<file path="config.mk">
export PLATFORM = sky130hd
export DESIGN_NAME = ecc_chk_top
export DESIGN_NICKNAME = d
export VERILOG_FILES = /design/src/rtl/ecc_chk_pkg.sv /design/src/rtl/ecc_chk_gen.sv /design/src/rtl/ecc_chk_classify.sv /design/src/rtl/ecc_chk_top.sv
export SDC_FILE = /design/constraint.sdc
export NUM_CORES = 1
export LEC_CHECK = 0
export ABC_CLOCK_PERIOD_IN_PS = 800
export BUFFER_PORTS_ARGS = -buffer_cell sky130_fd_sc_hd__buf_4
export CAP_MARGIN = 10
export CORE_MARGIN = 2
export CORE_UTILIZATION = 30
export DETAILED_ROUTE_END_ITERATION = 12
export PLACE_DENSITY = 0.64
export SYNTH_ARGS = -nofsm -noshare
export SYNTH_HDL_FRONTEND = slang
export SYNTH_SLANG_ARGS = --single-unit
</file>
<file path="constraint.sdc">
create_clock -name clk -period 0.8 [get_ports clk]
set_input_delay 0.16 -clock clk [delete_from_list [all_inputs] [get_ports clk]]
set_output_delay 0.16 -clock clk [all_outputs]
set_load 0.05 [all_outputs]
</file>
<file path="src/rtl/ecc_chk_pkg.sv">
package ecc_chk_pkg;

    localparam int DATA_W = 64;
    localparam int CHK_W  = 8;
    localparam logic [DATA_W-1:0] BASE_MASK = 64'h0738_C808_0992_64FF;

    typedef struct packed {
        logic             vld;
        logic [CHK_W-1:0] chk;
        logic [CHK_W-1:0] syn;
        logic             sbe;
        logic             mbe;
    } ecc_res_t;

endpackage

</file>
<file path="src/rtl/ecc_chk_gen.sv">
module ecc_chk_gen #(
    parameter int                DATA_W    = 64,
    parameter int                CHK_W     = 8,
    parameter logic [DATA_W-1:0] BASE_MASK = 64'h0738_C808_0992_64FF
) (
    input  logic [DATA_W-1:0] data_i,
    output logic [CHK_W-1:0]  chk_o
);
    localparam int STEP = DATA_W / CHK_W;

    for (genvar g = 0; g < CHK_W; g++) begin : g_bit
        localparam int ROT = (g * STEP) % DATA_W;
        localparam logic [DATA_W-1:0] MASK =
            (ROT == 0) ? BASE_MASK
                       : ((BASE_MASK << ROT) | (BASE_MASK >> (DATA_W - ROT)));
        assign chk_o[g] = ^(data_i & MASK);
    end
endmodule

</file>
<file path="src/rtl/ecc_chk_classify.sv">
module ecc_chk_classify #(
    parameter int CHK_W = 8
) (
    input  logic [CHK_W-1:0] calc_i,
    input  logic [CHK_W-1:0] stored_i,
    output logic [CHK_W-1:0] syn_o,
    output logic             sbe_o,
    output logic             mbe_o
);
    localparam int CNT_W = $clog2(CHK_W + 1);

    logic [CNT_W-1:0] ones;

    always_comb begin
        syn_o = calc_i ^ stored_i;
        ones  = '0;
        for (int i = 0; i < CHK_W; i++) begin
            ones = ones + CNT_W'(syn_o[i]);
        end
        sbe_o = (ones == CNT_W'(1));
        mbe_o = (ones > CNT_W'(1));
    end
endmodule

</file>
<file path="src/rtl/ecc_chk_top.sv">
module ecc_chk_top
    import ecc_chk_pkg::*;
(
    input  logic              clk,
    input  logic              rst_n,
    input  logic              in_valid,
    input  logic [DATA_W-1:0] in_data,
    input  logic [CHK_W-1:0]  in_check,
    output logic              out_valid,
    output logic [CHK_W-1:0]  out_check,
    output logic [CHK_W-1:0]  out_syndrome,
    output logic              out_single,
    output logic              out_multi
);
    logic [CHK_W-1:0] calc_w;
    logic [CHK_W-1:0] syn_w;
    logic             sbe_w;
    logic             mbe_w;
    ecc_res_t         res_d, res_q;

    ecc_chk_gen #(
        .DATA_W   (DATA_W),
        .CHK_W    (CHK_W),
        .BASE_MASK(BASE_MASK)
    ) u_gen (
        .data_i(in_data),
        .chk_o (calc_w)
    );

    ecc_chk_classify #(
        .CHK_W(CHK_W)
    ) u_cls (
        .calc_i  (calc_w),
        .stored_i(in_check),
        .syn_o   (syn_w),
        .sbe_o   (sbe_w),
        .mbe_o   (mbe_w)
    );

    always_comb begin
        res_d     = res_q;
        res_d.vld = in_valid;
        res_d.sbe = 1'b0;
        res_d.mbe = 1'b0;
        if (in_valid) begin
            res_d.chk = calc_w;
            res_d.syn = syn_w;
            res_d.sbe = sbe_w;
            res_d.mbe = mbe_w;
        end
    end

    always_ff @(posedge clk or negedge rst_n) begin
        if (!rst_n) begin
            res_q <= '0;
        end else begin
            res_q <= res_d;
        end
    end

    assign out_valid    = res_q.vld;
    assign out_check    = res_q.chk;
    assign out_syndrome = res_q.syn;
    assign out_single   = res_q.sbe;
    assign out_multi    = res_q.mbe;
endmodule

</file>
### Word level (Yosys, flattened, before mapping)

Cells that the tools add are included.

* register bits after elaboration: 19
* input bits: 75
* logic and storage cells: 24

* add/subtract/negate cells: 7
* $lt $le $gt $ge: 1
* equality and inequality tests: 1
* mux-type cells: 1
* bitwise logic cells: 1
* reduce and logical (&&, ||, !) cells: 8

Operators with widths (count)
* $reduce_xor A64 Y1: 8
* $add A4 B1 Y4: 5
* $xor A8 B8 Y8: 1
* $eq A4 B1 Y1 const B: 1
* $gt A4 B1 Y1 const B: 1
* $add A2 B1 Y3: 1
* $add A1 B1 Y2: 1
* $mux W2: 1

### Logic depth before layout (Yosys ltp)

Gate-level depths: netlist (run 1).

* depth after elaboration: 11
* mapped depth: 14
* mapped depth without buffers: 14

### By module

From an unflattened synthesis (run 1), not the netlist that was laid out.

* cells, all modules: 185
* area, all modules: 2296.0 µm²

Modules (own cells, without submodules)
* ecc_chk_gen: times used 1, cells each 117, area an instance 1302.5 µm²
* ecc_chk_top: times used 1, cells each 39, area an instance 732.0 µm²
* ecc_chk_classify: times used 1, cells each 29, area an instance 261.5 µm²

### Least setup slack after synthesis (run 1)

Ideal clock, no wire load.

* path kind: input -> register
* start: input in_data[21]
* end: register res_q (netlist bit out_single)
* library setup time: 67 ps
* arrival: 4235 ps
* data required time: 733 ps
* setup slack: -3503 ps
* stages: 13
* buffers on the path: 0
* cell sequence: xnor3_1 -> xnor2_1 -> xnor3_1 -> xor3_1 -> fa_1 -> fa_1 -> fa_1 -> inv_1 -> ha_1 -> fa_1 -> or2_2 -> a21oi_1 -> and3_1

RTL lines
* start: declaration: line ecc_chk_top.sv:7 `input logic [DATA_W-1:0] in_data,`
* end signal: assignment: line ecc_chk_top.sv:57 `res_q <= res_d;`
* end: declaration: line ecc_chk_top.sv:19 `ecc_res_t res_d, res_q;`

==> results of run 1 <==
==> critical path, stage by stage <==
cell     delay [ns]
buf_8          0.10
xnor2_2        0.14
xnor3_1        0.42
xnor3_1        0.42
xor3_1         0.27
fa_1           0.58
fa_1           0.43
fa_1           0.49
inv_1          0.05
ha_2           0.18
fa_2           0.34
or2_4          0.27
a21oi_4        0.13
and3_1         0.17
==> power by group <==
| part | internal [mW] | leakage, nW | switching (mW) |
|---|---|---|---|
| clock | 0.354 | 0.0228 | 0.303 |
| combinational | 9.18 | 2.13 | 7.66 |
| sequential | 1.48 | 0.222 | 0.334 |
| total | 11.0 | 2.38 | 8.30 |
==> cells in the mapped netlist (all sizes together), types with 2 or more instances <==
cell and number:
nor2 4, xor3 4, xnor2 73, ha 3, mux2i 2, dfrtp 19, xor2 16, fa 4
a21oi 6, inv 11, xnor3 28, mux2 10
==> logic make-up (layout without fill, tap and decap cells) <==
logic type               count (synthesis)  after routing  synth area share [%]
multiplexers                            12             12                  5.77
adder cells (fa/ha/maj)                  7              7                  4.98
buffers and inverters                   13            198                  2.06
flip-flops                              19             19                  20.1
AO/OA/AOI/OAI                            6              6                  1.27
XOR/XNOR                               121            121                  64.2
AND/OR/NAND/NOR                          8              8                  1.64
==> routing by layer <==
| metal | up-vias | routed length (um) | share of wire [%] |
|---|---|---|---|
| met1 | 921 | 2880 | 40 |
| met4 | 0 | 130 | 1.8 |
| met2 | 54 | 3830 | 54 |
| li1 | 965 | - | - |
| met5 | - | 0 | 0 |
| met3 | 8 | 293 | 4.1 |
==> state kept, by name, indices dropped and copies added, names as in the netlist <==
name,flops
out_check,8
out_multi,1
out_single,1
out_syndrome,8
out_valid,1
==> metrics by stage <==
stage | utilization (%) | setup WS [ns]
detailed placement | 50.5 | -3.56
CTS | 58.1 | -3.20
global route | 61.1 | -3.31
finish | 61.1 | -3.15
global placement | 50.5 | -3.46
floorplan | - | -3.16
==> area by class of cell <==
type	count	area [um^2]
Sequential cell	19	475
Fill cell	628	2990
Tap cell	102	128
Clock buffer	4	45.0
Multi-Input combinational cell	154	2400
Inverter	11	41.3
Timing Repair Buffer	183	1610
==> worst paths after layout <==
check                                           end
setup / recovery               out_single$_DFF_PN0_
hold / removal             out_check[4]$_DFFE_PN0P_
setup reg to reg           out_check[5]$_DFFE_PN0P_
hold reg to reg            out_check[7]$_DFFE_PN0P_
max in group asynchronous  out_check[1]$_DFFE_PN0P_
min in group clk           out_check[6]$_DFFE_PN0P_
==> placed cells by master, fill, tap and decap left out, types with 3 or more instances in the layout <==
master    count
buf_4       129
buf_6        45
xnor2_1      38
xnor2_2      20
xnor3_1      20
dfrtp_1      19
xnor2_4      15
inv_1        11
xor2_1        9
xnor3_2       8
mux2_4        8
buf_8         8
xor2_2        4
xor3_1        4
a21oi_1       4
nor2_1        4
xor2_4        3
fa_1          3
clkbuf_8      3
==> repair_timing <==
item                                    in CTS  in global routing
endpoints found under the hold margin       19                  0
endpoints found under the setup margin      37                 37
resized for setup                           86                 35
pin swaps                                   22                 17
buffers inserted                            11                  9
hold buffers                                 1                  0
==> results.json, run 1 <==
{
  "critPathLaunchType": "primary input",
  "design.core.area_mm2": 0.00769,
  "vias": 1948,
  "die_x_um": 92.8,
  "worstSkewPairLatency_ns": 0.25,
  "yosysTopAreaCell": "xnor2_1",
  "grtUsageMet1_pct": 21.2,
  "syn_inst": 186,
  "synthArstFlopShare_pct": 100,
  "worstPathRequired_ns": 0.99,
  "gr-usage-met3_pct": 1.63,
  "post_dp_cell_area_mm2": 0.00388,
  "status": "finished with violations",
  "fin_setup_tns_ns": -23.42,
  "grtUsageTotal_pct": 16.4,
  "synth.avg_cell_area_um2": 12.7,
  "regToRegSetupSlack_ns": -0.01,
  "wl_per_cell_um": 15.1,
  "synth_flop_cell": "dfrtp_1",
  "io-pin-count": 94,
  "htree_levels": 1,
  "drt_iter0_drc": 23,
  "setup_violations": 37,
  "via_per_inst": 4.12,
  "ys_types": 21,
  "startpoint": "in_data[36]",
  "period_needed_ns": 3.95,
  "grt_overflow": 0,
  "skew_ns": 0,
  "cts-buffers-inserted": 3,
  "max_freq_ghz": 0.253,
  "maxCapViolations": 0,
  "die-area_mm2": 0.00860,
  "grt_busiest_layer": "met2",
  "synth_area_leaders": "xnor2_1 (27%), xnor3_1 (24%), dfrtp_1 (20%), xor2_1 (5.9%), mux2_2 (4.3%)",
  "r2r.worst_path.cells": 3,
  "design_area_mm2": 0.00470,
  "grt_pass1_vias": 2164,
  "grt.met2_usage_pct": 30.0,
  "cp-end-kind": "flop",
  "antennaDiodeCount": 0,
  "cp_max_fo": 2,
  "p_per_area_mw_per_mm2": 4110,
  "firstDrtPassIters": 3,
  "worst_slew_pin_slew_ns": 0.391,
  "worst-setup-path-type": "primary input to flop",
  "yosysTopAreaCellShare_pct": 26.7,
  "hold_viol_final": 0,
  "gp_congestion": 0.794,
  "numPortBuffers": 93,
  "setup_ws_ns": -3.15,
  "cts.sinks": 19,
  "path_clk_slew_ns": 0.07,
  "ant_nets": 0,
  "nets": 454,
  "cts-root-buf": "clkbuf_8",
  "leakagePower_nw": 2.38,
  "violations": "negative setup slack",
  "min_period_over_period_pct": 494,
  "synth_area_mm2": 0.00236,
  "dp.cells": 456,
  "synth_edf_count": 0,
  "finalPower_mw": 19.3,
  "fin_hold_ws_ns": 0.296,
  "die_y_um": 92.8,
  "ys_warn_count": 0,
  "vdd_ir_drop_max_mv": 4.53,
  "ys_seq_area_share_pct": 20.1,
  "max-slew-margin-rel_pct": 73.9,
  "drv_slew": 0,
  "hp-class": "primary input to asynchronous set/reset pin",
  "reg2reg_from": "out_check[5]$_DFFE_PN0P_",
  "cts_max_path_buffers": 2,
  "fp-row-count": 32,
  "cts_tree": "built",
  "fin_cells": 473,
  "initial_utilization_pct": 30.7,
  "rsz0062_at_grt": "yes",
  "wirelength_mm": 7.14,
  "grt_pass1_wl_mm": 10.9,
  "antenna_found_initial": 0,
  "syn_to_final_growth_pct": 98.8,
  "grt_max_degree": 20,
  "ys_seq_elements": 19,
  "hpwlAfterDp_mm": 5.56,
  "drc_errors": 0,
  "drive_gt1_share_pct": 67.4,
  "synth_nets": 268,
  "worst_ep_arrival_time_ns": 4.14
}
Power figures use the tool's default switching activity.
==> run 2: changes to the inputs <==
--- a/config.mk
+++ b/config.mk
@@ -5,13 +5,13 @@
 export SDC_FILE = /design/constraint.sdc
 export NUM_CORES = 1
 export LEC_CHECK = 0
-export ABC_CLOCK_PERIOD_IN_PS = 800
+export ABC_CLOCK_PERIOD_IN_PS = 4300
 export BUFFER_PORTS_ARGS = -buffer_cell sky130_fd_sc_hd__buf_4
 export CAP_MARGIN = 10
 export CORE_MARGIN = 2
 export CORE_UTILIZATION = 30
 export DETAILED_ROUTE_END_ITERATION = 12
-export PLACE_DENSITY = 0.64
+export PLACE_DENSITY = 0.62
 export SYNTH_ARGS = -nofsm -noshare
 export SYNTH_HDL_FRONTEND = slang
 export SYNTH_SLANG_ARGS = --single-unit
==> constraint.sdc (replaced) <==
create_clock -name clk -period 4.3 [get_ports clk]
set_input_delay 0.86 -clock clk [delete_from_list [all_inputs] [get_ports clk]]
set_output_delay 0.86 -clock clk [all_outputs]
set_load 0.05 [all_outputs]
==> results.json, run 2 (synthesis results as in run 1) <==
{
  "grtUsageTotal_pct": 16.1,
  "drive_gt1_share_pct": 56.4,
  "maxCapViolations": 0,
  "post_dp_cell_area_mm2": 0.00377,
  "wirelength_mm": 6.67,
  "dp.cells": 454,
  "fin_cells": 460,
  "numPortBuffers": 93,
  "hold_viol_final": 0,
  "syn_to_final_growth_pct": 65.6,
  "fp-row-count": 32,
  "drc_errors": 0,
  "wl_per_cell_um": 14.5,
  "cts-root-buf": "clkbuf_8",
  "violations": "negative setup slack",
  "ant_nets": 0,
  "max-slew-margin-rel_pct": 75.4,
  "hp-class": "primary input to asynchronous set/reset pin",
  "io-pin-count": 94,
  "worstPathRequired_ns": 4.50,
  "grt_max_degree": 24,
  "cts-buffers-inserted": 3,
  "hpwlAfterDp_mm": 5.67,
  "path_clk_slew_ns": 0.07,
  "gp_congestion": 0.794,
  "final_cell_mix": "buf_4 (168), xnor2_1 (66), xnor3_1 (24)",
  "cp-end-kind": "flop",
  "die_x_um": 92.8,
  "cp_max_fo": 2,
  "grt_pass1_wl_mm": 10.7,
  "p_per_area_mw_per_mm2": 957,
  "design.core.area_mm2": 0.00769,
  "layout_commonest_cell": "buf_4",
  "worst_slew_pin_slew_ns": 0.366,
  "design_area_mm2": 0.00392,
  "grt_overflow": 0,
  "cts_max_path_buffers": 2,
  "pre_cts_slack_ns": -0.763,
  "antenna_found_initial": 0,
  "period_needed_ns": 4.68,
  "worst_ep_arrival_time_ns": 4.88,
  "initial_utilization_pct": 30.7,
  "crit_chain": "buf_6 > xnor2_2 > xnor3_1 > xnor3_1 > xor3_1 > fa_1 > fa_1 > fa_1 > inv_2 > ha_4 > fa_2 > or2_4 > a21oi_4 > and3_1",
  "ctsHoldBuffers": 0,
  "vias": 1873,
  "firstDrtPassIters": 4,
  "status": "finished with violations",
  "leakagePower_nw": 2.02,
  "htree_levels": 1,
  "postLayoutCoreUtil_pct": 50.9,
  "worst-setup-path-type": "primary input to flop",
  "drt_iter0_drc": 34,
  "critical_path.most_common_cell": "fa_1",
  "via_per_inst": 4.07,
  "die_y_um": 92.8,
  "setup_ws_ns": -0.377,
  "antennaDiodeCount": 0,
  "nets": 441,
  "skew_ns": 0,
  "vdd_ir_drop_max_mv": 1.16,
  "finalPower_mw": 3.75,
  "cts_tree": "built",
  "max_stage_delay_ns": 0.59,
  "die-area_mm2": 0.00860,
  "max_freq_ghz": 0.214,
  "setup_violations": 2,
  "min_period_over_period_pct": 109,
  "cp_slowest_cell": "fa_1",
  "critPathLaunchType": "primary input",
  "rsz0062_at_grt": "yes",
  "drv_slew": 0,
  "grt_pass1_vias": 2120,
  "cts.sinks": 19,
  "worstSkewPairLatency_ns": 0.25
}
-- run 2: changes by cell type in the layout (fill, tap and decap cells not counted), sizes merged --
cell	delta
clkinv	+1
dlygate4sd3	-1
clkbuf	-1
buf	-12
-- run 2: layer usage --
metal | vias up | wire [um] | track usage (%) | part of all wire (%)
li1 | 949 | - | - | -
met1 | 854 | 2960 | 21.1 | 44
met2 | 66 | 3270 | 28.7 | 49
met3 | 4 | 404 | 1.95 | 6.1
met4 | 0 | 36 | 3.06 | 0.54
met5 | - | 0 | 0 | 0
-- run 2: where the power goes --
group          total, mW  switching, mW  internal [mW]
Sequential         0.325         0.0451          0.280
Combinational       3.30           1.58           1.71
Clock              0.124         0.0593         0.0644
Total               3.75           1.69           2.06
-- run 2: worst max-delay path, delay by kind of cell --
| family | cells | cell delay [ns] |
|---|---|---|
| XOR/XNOR | 4 | 1.30 |
| AND/OR/NAND/NOR | 2 | 0.42 |
| adder cells (fa/ha/maj) | 5 | 2.04 |
| buffers and inverters | 2 | 0.15 |
| AO/OA/AOI/OAI | 1 | 0.12 |
-- run 2: repair_timing --
item                                    CTS  global route
resized for setup                         9             4
endpoints found under the setup margin    2             2
pin swaps                                 2             0
setup buffers                             1             1
-- run 2: worst paths after layout --
path	start	end	slack [ns]	depth (start not counted)
max in group asynchronous	rst_n	out_check[0]$_DFFE_PN0P_	3.62	1
worst min-delay path	rst_n	out_multi$_DFF_PN0_	0.47	1
worst max register to register	out_syndrome[4]$_DFFE_PN0P_	out_syndrome[4]$_DFFE_PN0P_	3.54	1
worst max-delay path	in_data[36]	out_single$_DFF_PN0_	-0.38	14
min in group clk	out_syndrome[6]$_DFFE_PN0P_	out_syndrome[6]$_DFFE_PN0P_	0.52	1
worst min register to register	out_syndrome[6]$_DFFE_PN0P_	out_syndrome[6]$_DFFE_PN0P_	0.52	1
-- run 2: through the flow --
stage,setup TNS [ns],hold slack [ns]
after floorplan,-0.718,0.564
after global placement,-1.34,0.495
after detailed placement,-1.47,0.499
after CTS,-0.761,0.476
after global routing,-1.03,0.478
final,-0.700,0.469
-- run 2: final cells by class --
| cell class | count | area [um^2] |
|---|---|---|
| Inverter | 11 | 41.3 |
| Multi-Input combinational cell | 154 | 1940 |
| Tap cell | 102 | 128 |
| Clock inverter | 1 | 5.00 |
| Sequential cell | 19 | 475 |
| Clock buffer | 3 | 41.3 |
| Fill cell | 730 | 3770 |
| Timing Repair Buffer | 170 | 1280 |
==> run 3: changes to the inputs <==
--- a/config.mk
+++ b/config.mk
@@ -6,12 +6,13 @@
 export NUM_CORES = 1
 export LEC_CHECK = 0
 export ABC_CLOCK_PERIOD_IN_PS = 4300
-export BUFFER_PORTS_ARGS = -buffer_cell sky130_fd_sc_hd__buf_4
 export CAP_MARGIN = 10
 export CORE_MARGIN = 2
 export CORE_UTILIZATION = 30
 export DETAILED_ROUTE_END_ITERATION = 12
-export PLACE_DENSITY = 0.62
+export DONT_BUFFER_PORTS = 1
+export PLACE_DENSITY = 0.52
+export SLEW_MARGIN = 25
 export SYNTH_ARGS = -nofsm -noshare
 export SYNTH_HDL_FRONTEND = slang
 export SYNTH_SLANG_ARGS = --single-unit
==> results.json, run 3 (synthesis results as in run 1) <==
{
  "io-pin-count": 94,
  "antenna_found_initial": 0,
  "worst-setup-path-type": "primary input to flop",
  "violations": "negative setup slack",
  "setup_violations": 2,
  "worstPathRequired_ns": 4.50,
  "cts-root-buf": "clkbuf_8",
  "ant_nets": 0,
  "cts-buffers-inserted": 3,
  "rsz0062_at_grt": "yes",
  "grtUsageTotal_pct": 13.2,
  "worstSkewPairLatency_ns": 0.25,
  "wirelength_mm": 5.64,
  "numPortBuffers": 0,
  "cp-end-kind": "flop",
  "hpwlAfterDp_mm": 4.87,
  "drive_gt1_share_pct": 29.6,
  "regToRegSetupSlack_ns": 3.27,
  "wl_per_cell_um": 17.7,
  "hp-class": "primary input to asynchronous set/reset pin",
  "layout_commonest_cell": "xnor2_1",
  "cts.sinks": 19,
  "die_x_um": 92.8,
  "fp-row-count": 32,
  "drc_errors": 0,
  "startpoint": "in_data[0]",
  "maxCapViolations": 0,
  "fin_setup_tns_ns": -0.432,
  "design.core.area_mm2": 0.00769,
  "worst_ep_arrival_time_ns": 4.75,
  "max-slew-margin-rel_pct": 66.4,
  "die-area_mm2": 0.00860,
  "critPathLaunchType": "primary input",
  "antennaDiodeCount": 0,
  "drv_slew": 0,
  "grt_pass1_wl_mm": 8.54,
  "skew_ns": 0,
  "drt_iter0_drc": 17,
  "grt_pass1_vias": 1537,
  "grt_max_degree": 24,
  "grt_overflow": 0,
  "reg2reg_from": "out_check[4]$_DFFE_PN0P_",
  "max_freq_ghz": 0.220,
  "gp_congestion": 0.786,
  "die_y_um": 92.8,
  "final_cell_mix": "xnor2_1 (63), buf_4 (28), xnor3_1 (24)",
  "ctsHoldBuffers": 0,
  "cts_max_path_buffers": 2,
  "reg2reg_to": "out_check[4]$_DFFE_PN0P_",
  "r2r.worst_path.cells": 1,
  "nets": 299,
  "hold_viol_final": 0,
  "htree_levels": 1,
  "worst_slew_pin_slew_ns": 0.504,
  "setup_ws_ns": -0.250,
  "initial_utilization_pct": 30.7,
  "syn_to_final_growth_pct": 21.0,
  "cts_tree": "built",
  "period_needed_ns": 4.55,
  "via_per_inst": 4.29,
  "fillers": 772,
  "firstDrtPassIters": 4,
  "postLayoutCoreUtil_pct": 37.2,
  "status": "finished with violations",
  "path_clk_slew_ns": 0.07,
  "min_period_over_period_pct": 106,
  "critPathCapture": "out_single$_DFF_PN0_",
  "cp_max_fo": 2,
  "vias": 1364
}
[run 3: layout make-up]
type	instances	area [um^2]	area share, %
flip-flops and latches	19	475	16.6
repair buffers	28	210	7.35
clock buffers	4	45.0	1.58
multi-input cells	154	1960	68.5
inverters	11	41.3	1.44
well taps	102	128	4.46
[run 3: what timing repair did]
item,4_1_cts,5_1_grt
setup buffers,0,1
resized for setup,6,10
pin swaps,3,3
setup endpoints to repair,2,2
[run 3: worst min-delay path by stage]
stage / startpoint / end / cells past startpoint
floorplan: rst_n / out_check[0]$_DFFE_PN0P_ / 0
global placement: rst_n / out_syndrome[4]$_DFFE_PN0P_ / 0
detailed placement: rst_n / out_multi$_DFF_PN0_ / 0
CTS: rst_n / out_multi$_DFF_PN0_ / 0
global route: rst_n / out_multi$_DFF_PN0_ / 0
finish: rst_n / out_multi$_DFF_PN0_ / 0
[run 3: critical path, cell delays in order]
cell and delay (ns):
xor2_1 0.15, xnor2_1 0.28, xnor3_1 0.43, xnor3_1 0.41, inv_2 0.09, fa_1 0.43
fa_1 0.48, fa_1 0.51, inv_2 0.05, ha_4 0.16, fa_2 0.33, or2_4 0.26
a21oi_4 0.13, and3_1 0.16
[run 3: per-stage QoR]
| step | cells | instance area, um^2 | hold slack, ns | setup slack, ns |
|---|---|---|---|---|
| 3_5_place_dp | 313 | 2710 | 0.565 | -0.583 |
| 4_1_cts | 317 | 2790 | 0.286 | -0.258 |
| 6_report | 318 | 2860 | 0.289 | -0.250 |
| 5_1_grt | 318 | 2860 | 0.277 | -0.415 |
| 3_3_place_gp | 313 | 2710 | 0.565 | -0.538 |
| 2_1_floorplan | 186 | 2390 | 0.564 | -0.384 |
[run 3: per-layer routing]
layer  up-vias  share of wire [%]  GRT usage (%)
met1       632                 40           17.1
met4         0               0.64           2.21
li1        665                  -              -
met5         -                  0              0
met2        62                 50           22.5
met3         5                 10           3.66
Power of run 3 is left out: the tool's default activity adds up to more than one toggle a clock period on the data nets, which glitch-free logic cannot reach.
